**src/rtl/rstseq_pkg.sv**
```systemverilog
package rstseq_pkg;
  typedef enum logic {
    CAUSE_PIN  = 1'b0,
    CAUSE_WDOG = 1'b1
  } rst_cause_e;

  localparam int STRAP_BOOT = 0;
  localparam int STRAP_TRI  = 1;
  localparam int NUM_STRAPS = 2;
endpackage

```
**src/rtl/rstseq_sync.sv**
```systemverilog
module rstseq_sync #(
  parameter int STAGES = 2
) (
  input  logic clk,
  input  logic arst_n,
  output logic released
);
  logic [STAGES-1:0] chain_q;

  always_ff @(posedge clk or negedge arst_n) begin
    if (!arst_n) chain_q <= '0;
    else         chain_q <= {chain_q[STAGES-2:0], 1'b1};
  end

  assign released = chain_q[STAGES-1];

  AST_SYNC_ORDER: assert property (@(posedge clk) disable iff (!arst_n)
    chain_q[STAGES-1] |-> $past(chain_q[STAGES-2]));
endmodule

```
**src/rtl/rstseq_strap.sv**
```systemverilog
module rstseq_strap #(
  parameter int WIN = 10
) (
  input  logic clk,
  input  logic sample_en,
  input  logic strap_in,
  output logic latched
);
  localparam int CW = $clog2(WIN + 1);

  logic [CW-1:0] run_q, run_d;
  logic          full_d;

  always_comb begin
    if (strap_in)                  run_d = '0;
    else if (run_q == CW'(WIN))    run_d = run_q;
    else                           run_d = run_q + 1'b1;
    full_d = (run_d == CW'(WIN));
  end

  always_ff @(posedge clk) begin
    if (sample_en) begin
      run_q   <= run_d;
      latched <= !full_d;
    end else begin
      run_q   <= '0;
    end
  end
endmodule

```
**src/rtl/rstseq_top.sv**
```systemverilog
module rstseq_top #(
  parameter int SYNC_STAGES = 2,
  parameter int STRAP_WIN   = 10
) (
  input  logic clk,
  input  logic ext_rst_n,
  input  logic wdog_rst_req,
  input  logic strap_boot,
  input  logic strap_tri_n,
  input  logic remap_wr,
  input  logic remap_bit,
  output logic sys_rst_n,
  output logic boot_narrow,
  output logic tristate_mode,
  output logic remap_on,
  output logic cause_wdog
);
  import rstseq_pkg::*;

  logic                  pin_done;
  logic                  wd_hold_q;
  logic                  wd_accept;
  rst_cause_e            cause_q;
  logic                  remap_q;
  logic [NUM_STRAPS-1:0] strap_raw;
  logic [NUM_STRAPS-1:0] strap_lat;

  rstseq_sync #(.STAGES(SYNC_STAGES)) u_sync (
    .clk      (clk),
    .arst_n   (ext_rst_n),
    .released (pin_done)
  );

  assign strap_raw[STRAP_BOOT] = strap_boot;
  assign strap_raw[STRAP_TRI]  = strap_tri_n;

  for (genvar g = 0; g < NUM_STRAPS; g++) begin : g_strap
    rstseq_strap #(.WIN(STRAP_WIN)) u_strap (
      .clk       (clk),
      .sample_en (!ext_rst_n),
      .strap_in  (strap_raw[g]),
      .latched   (strap_lat[g])
    );
  end

  // Watchdog only counts once the pin reset has fully released.
  assign wd_accept = wdog_rst_req && pin_done;

  always_ff @(posedge clk or negedge ext_rst_n) begin
    if (!ext_rst_n) begin
      wd_hold_q <= 1'b0;
      cause_q   <= CAUSE_PIN;
    end else begin
      wd_hold_q <= wd_accept;
      if (wd_accept) cause_q <= CAUSE_WDOG;
    end
  end

  assign sys_rst_n = pin_done && !wd_hold_q;

  always_ff @(posedge clk or negedge ext_rst_n) begin
    if (!ext_rst_n)                  remap_q <= 1'b0;
    else if (!sys_rst_n)             remap_q <= 1'b0;
    else if (remap_wr && remap_bit)  remap_q <= 1'b1;
  end

  assign remap_on      = remap_q;
  assign cause_wdog    = (cause_q == CAUSE_WDOG);
  assign boot_narrow   = strap_lat[STRAP_BOOT];
  assign tristate_mode = !strap_lat[STRAP_TRI];

  AST_WDOG_ENTERS: assert property (@(posedge clk) disable iff (!ext_rst_n)
    (wdog_rst_req && sys_rst_n) |=> !sys_rst_n);
  AST_WDOG_CAUSE: assert property (@(posedge clk) disable iff (!ext_rst_n)
    (wdog_rst_req && sys_rst_n) |=> cause_wdog);
  AST_STRAP_FROZEN: assert property (@(posedge clk) disable iff (!ext_rst_n)
    $past(ext_rst_n) |-> ($stable(boot_narrow) && $stable(tristate_mode)));
  AST_REMAP_STICKY: assert property (@(posedge clk) disable iff (!ext_rst_n)
    ($past(sys_rst_n) && $past(remap_on)) |-> remap_on);
  AST_REMAP_CLEARED: assert property (@(posedge clk) disable iff (!ext_rst_n)
    !sys_rst_n |=> !remap_on);
  AST_PIN_FIRST: assert property (@(posedge clk) disable iff (!ext_rst_n)
    $rose(sys_rst_n) && !$past(wd_hold_q) |-> !cause_wdog);
endmodule

```
**config.mk**
```make
export PLATFORM = sky130hd
export DESIGN_NAME = rstseq_top
export DESIGN_NICKNAME = d
export VERILOG_FILES = /design/src/rtl/rstseq_pkg.sv /design/src/rtl/rstseq_sync.sv /design/src/rtl/rstseq_strap.sv /design/src/rtl/rstseq_top.sv
export SDC_FILE = /design/constraint.sdc
export NUM_CORES = 1
export LEC_CHECK = 0
export ABC_AREA = 1
export ABC_CLOCK_PERIOD_IN_PS = 3500
export CORE_ASPECT_RATIO = 1.4
export CORE_MARGIN = 10
export CORE_UTILIZATION = 30
export CTS_CLUSTER_SIZE = 30
export DETAILED_ROUTE_END_ITERATION = 8
export SLEW_MARGIN = 20
export SYNTH_ARGS = -nofsm -noshare
export SYNTH_HDL_FRONTEND = slang
export SYNTH_SLANG_ARGS = --single-unit
```
**constraint.sdc**
```tcl
create_clock -name clk -period 3.5 [get_ports clk]
set_input_delay 0.7 -clock clk [delete_from_list [all_inputs] [get_ports clk]]
set_output_delay 0.7 -clock clk [all_outputs]
set_load 0.005 [all_outputs]
```
---- Yosys cells after proc, flatten, opt, wreduce, memory -nomap -nowiden ----
Cells that the tools add are included.
storage, ports and cells
  register bits ........................... 15
  input port bits ......................... 7
  output and inout bits ................... 5
  logic and storage cells ................. 28
cells by class
  add/sub/neg operators ................... 2
  equality and inequality tests ........... 5
  multiplexer cells ....................... 6
  reduce and logical (&&, ||, !) cells .... 7
operators by type and width
  operator                                               count
  == test 4 bit, second input constant                   4
  two-way mux 4 bit                                      4
  adder 4 x 1 -> 4 bit, second input constant            2
  logical NOT 1 bit                                      4
  logical AND 1 bit                                      3
  two-way mux 1 bit                                      2
  inequality test 2 x 1 -> 1 bit, second input constant  1

---- Depth between registers and ports, before layout ----
  depth in word-level cells ............... 5
  gate-level depth with buffers ........... 7
  mapped depth without buffers ............ 7

---- Modules after synthesis ----
A second synthesis with hierarchy kept.
unflattened totals
  cell total of the unflattened synthesis .. 82
  area total of the unflattened synthesis .. 679.4 µm²
modules (own cells, without submodules)
  module        instances  cells each  area an instance (µm²)  sequential area each (µm²)
  rstseq_strap  2          32          250.2                   110.1
  rstseq_top    1          15          125.1                   75.1
  rstseq_sync   1          3           53.8                    50.0

---- Worst setup path after synthesis ----
Ideal clock, no wire load.
  path kind ............................... register to register
  from .................................... register g_strap[0].u_strap.run_q[0]
  to ...................................... register g_strap[0].u_strap.latched, data pin
  setup time .............................. 0.260 ns
  arrival time ............................ 1.084 ns
  data required time ...................... 3.240 ns
  path slack .............................. 2.156 ns
  stages on the path, launching flop included .. 6
  buffers on the path ..................... 0
  period minus slack after synthesis ...... 1.344 ns
  path through ............................ dfxtp_1 > inv_1 > ha_1 > or2_1 > a21oi_2 > nand3_1
on the way
  cells in the longest elaborated chain, start to end .. 5
  elaborated cells on any way between the ends .. 6
  those cells by class .................... add/sub (1); eq/ne (2); mux (2); reduce/logical (1)
ends and longest elaborated chain
  what                                                          RTL line                                RTL
  from (decl)                                                   rstseq_strap.sv:11                      logic [CW-1:0] run_q, run_d;
  from (signal assigned)                                        rstseq_strap.sv:23                      run_q <= run_d;
  adder 4 x 1 -> 4 bit / == test 4 bit (equally long branches)  rstseq_strap.sv:17, rstseq_strap.sv:16
  two-way mux 4 bit *                                           rstseq_strap.sv:16                      else if (run_q == CW'(WIN)) run_d = run_q;
  two-way mux 4 bit *                                           rstseq_strap.sv:15                      if (strap_in) run_d = '0;
  == test 4 bit *                                               rstseq_strap.sv:18                      full_d = (run_d == CW'(WIN));
  logical NOT 1 bit *                                           rstseq_strap.sv:24                      latched <= !full_d;
  to (signal assigned)                                          rstseq_strap.sv:24
  to (decl)                                                     rstseq_strap.sv:7                       output logic latched
Every way passes the cells marked *; elsewhere a longest branch is shown, timed or not.
A chain may end at the register's enable or synchronous reset.

---- Worst setup path in the final report ----
  from .................................... register wd_hold_q
  to ...................................... output port sys_rst_n
on the way
  cells in the longest elaborated chain, start to end .. 2
ends and longest elaborated chain
  what                    RTL line          RTL
  from (decl)             rstseq_top.sv:21  logic wd_hold_q;
  from (signal assigned)  rstseq_top.sv:54  wd_hold_q <= wd_accept;
  logical NOT 1 bit       rstseq_top.sv:59  assign sys_rst_n = pin_done && !wd_hold_q;
  logical AND 1 bit       rstseq_top.sv:59
  to (decl)               rstseq_top.sv:12  output logic sys_rst_n,
Every way passes these cells.

==> metrics.txt <==
floorplan die height=76.1 um; Layout Nets=104; Synth Instances=77; FF-to-FF setup slack=2030 ps; most common cell after layout, fill and taps aside=inv_1; Detail Placement HPWL=972 um; final hold vios=0; Routed Antenna Nets=0; RD Place Congestion=0.849; CTS Buf Count=3; critical path's slowest cell=clkdlybuf4s50_1; Via-to-Cell Ratio=4.48; Finished Layout Cells=114; Ant. Diodes=0; Synth warnings=0; leakage=0.351 nW; CP Cell Sequence=nor2_1 > clkdlybuf4s50_1; # Post-CTS Setup Buffers=0; synthesized flop and latch total=15; Setup crit end kind=output pin; Max Slew Vio Count=0; Area Growth Syn to Fin=24.3%; run status=finished, final reports clean; first-pass GRT wire length=2010 um; commonest cells after routing, fill and taps aside=inv_1 (14), nand2_1 (11), clkdlybuf4s50_1 (11); cts repair resizes=0; CTS sink count=15; average size of a mapped cell=8.76 sq um; setup TNS=0 ps; initial core utilization=31.3%; DRC Markers=0; worst path required time=2800 ps; PortBufs=11; fmax=513 MHz; Max Cap Viol=0; Yosys cell types=21; Worst VDD drop=201 uV; row count=20; Final Skew=6.65 ps; GRT Overall Usage=5.48%; WS Path Type=reg -> out; Crit path largest cell delay=500 ps; drt initial violations=6; WL/cell=10.3 um; Setup violations, final=0; Placed Cells=110; Final Critical Period=1950 ps; clock buffer depth=2; Die Span X=60.1 um; CTS tree=built; worst min-delay path category=reg -> reg; vias in the first global route=491; H-tree Lvls=1; RSZ-0062 raised after global routing=false; drt total wl=1170 um; Clk pin slew, worst setup/hold paths=80 ps; grt total ovfl=0; Tcrit/Tclk final=55.7%; initial antenna violation count=0; synthesized area=674 sq um; Top Ports=12; DR vias=511; drt pass-1 iters=4; largest net degree at the start of global routing=9; Buf/Inv on CP=1; Die Footprint=4570 sq um; register area share after synthesis=51.2%; CTS root buf=clkbuf_4; syn_nets=88; crit path DAT=1250 ps; family with the most delay on the worst path=buffers and inverters; Critical Path Source Type=flip-flop; worst skew pair latency=270 ps; CP Max Fanout=2; layout cells sized above 1=12.0%; PD cells=361 nW/um^2; Hold-fix buffers, CTS=0; Core Area=2150 sq um
-- stage by stage --
| stage | instance area [sq um] | utilization, % | hold slack (ps) | setup slack [ps] | power [W] |
|---|---|---|---|---|---|
| global placement | 812 | 37.7 | 335 | 1670 | 0.000213 |
| floorplan | 674 | - | 331 | 2160 | 0.000199 |
| detailed placement | 812 | 37.7 | 339 | 1640 | 0.000214 |
| finish | 838 | 39.0 | 354 | 1550 | 0.000302 |
| global route | 838 | 39.0 | 362 | 1450 | 0.000321 |
| CTS | 838 | 39.0 | 359 | 1520 | 0.000309 |
-- sequential cells by signal, indices dropped and copies added (netlist names) --
name / cells
cause_wdog: 1
g_strap.u_strap.latched: 2
g_strap.u_strap.run_q: 8
remap_on: 1
u_sync.chain_q: 2
wd_hold_q: 1
-- cells by family (layout without fill, tap and decap cells) --
logic type	after synthesis	in the layout	synth area share, %
flops	15	15	51.2
simple gates	36	36	26.5
xor+xnor	1	1	1.30
buf+inv	15	30	8.35
other cells	1	1	0.556
compound gates	5	5	4.64
fa+ha+maj	4	4	7.42
-- Yosys cell counts (all sizes together) --
cell | instances | area (sq um)
inv | 15 | 56.3
nand2 | 13 | 53.8
dfxtp | 8 | 160
nand3 | 8 | 50.1
nor2 | 8 | 32.5
dfrtp | 5 | 125
a21oi | 4 | 23.8
ha | 4 | 50.1
nand4 | 3 | 18.8
or2 | 3 | 18.8
edfxtp | 2 | 60.1
conb | 1 | 3.75
nor3 | 1 | 5.00
o21bai | 1 | 7.51
xor2 | 1 | 8.76
-- layout make-up --
cell class	count	area (sq um)
Fill cell	232	1310
Sequential cell	15	345
Multi-Input combinational cell	47	273
Timing Repair Buffer	11	110
Inverter	15	56.3
Tap cell	22	27.5
Clock buffer	4	26.3
-- worst paths after layout --
check / startpoint / to / cells after the start
min in group asynchronous: ext_rst_n / cause_wdog / 1
max reg2reg: g_strap[0].u_strap.run_q[0] / g_strap[0].u_strap.latched / 5
min reg2reg: u_sync.chain_q[0] / u_sync.chain_q[1] / 0
max in group asynchronous: ext_rst_n / remap_on / 1
min: u_sync.chain_q[0] / u_sync.chain_q[1] / 0
max: wd_hold_q / sys_rst_n / 2
-- power breakdown --
part           switching [W]  total [W]  internal (W)
Clock              0.0000489  0.0000930     0.0000441
Sequential        0.00000346   0.000183      0.000179
Combinational      0.0000124  0.0000265     0.0000141
-- worst reg2reg max path: cells and delay by family (launching register included) --
kind	cells	cell delay (ps)
adder cells (fa/ha/maj)	1	310
AND/OR/NAND/NOR	2	300
flip-flops	1	430
AO/OA/AOI/OAI	1	100
buffers and inverters	1	90
-- metal layers --
layer,track usage [%],part of all wire [%],vias to the layer above
met2,8.88,55,5
met5,0,0,-
met4,2.03,0,0
met3,2.00,1.9,0
li1,-,-,275
met1,6.19,43,231
Power figures use the tool's default switching activity.
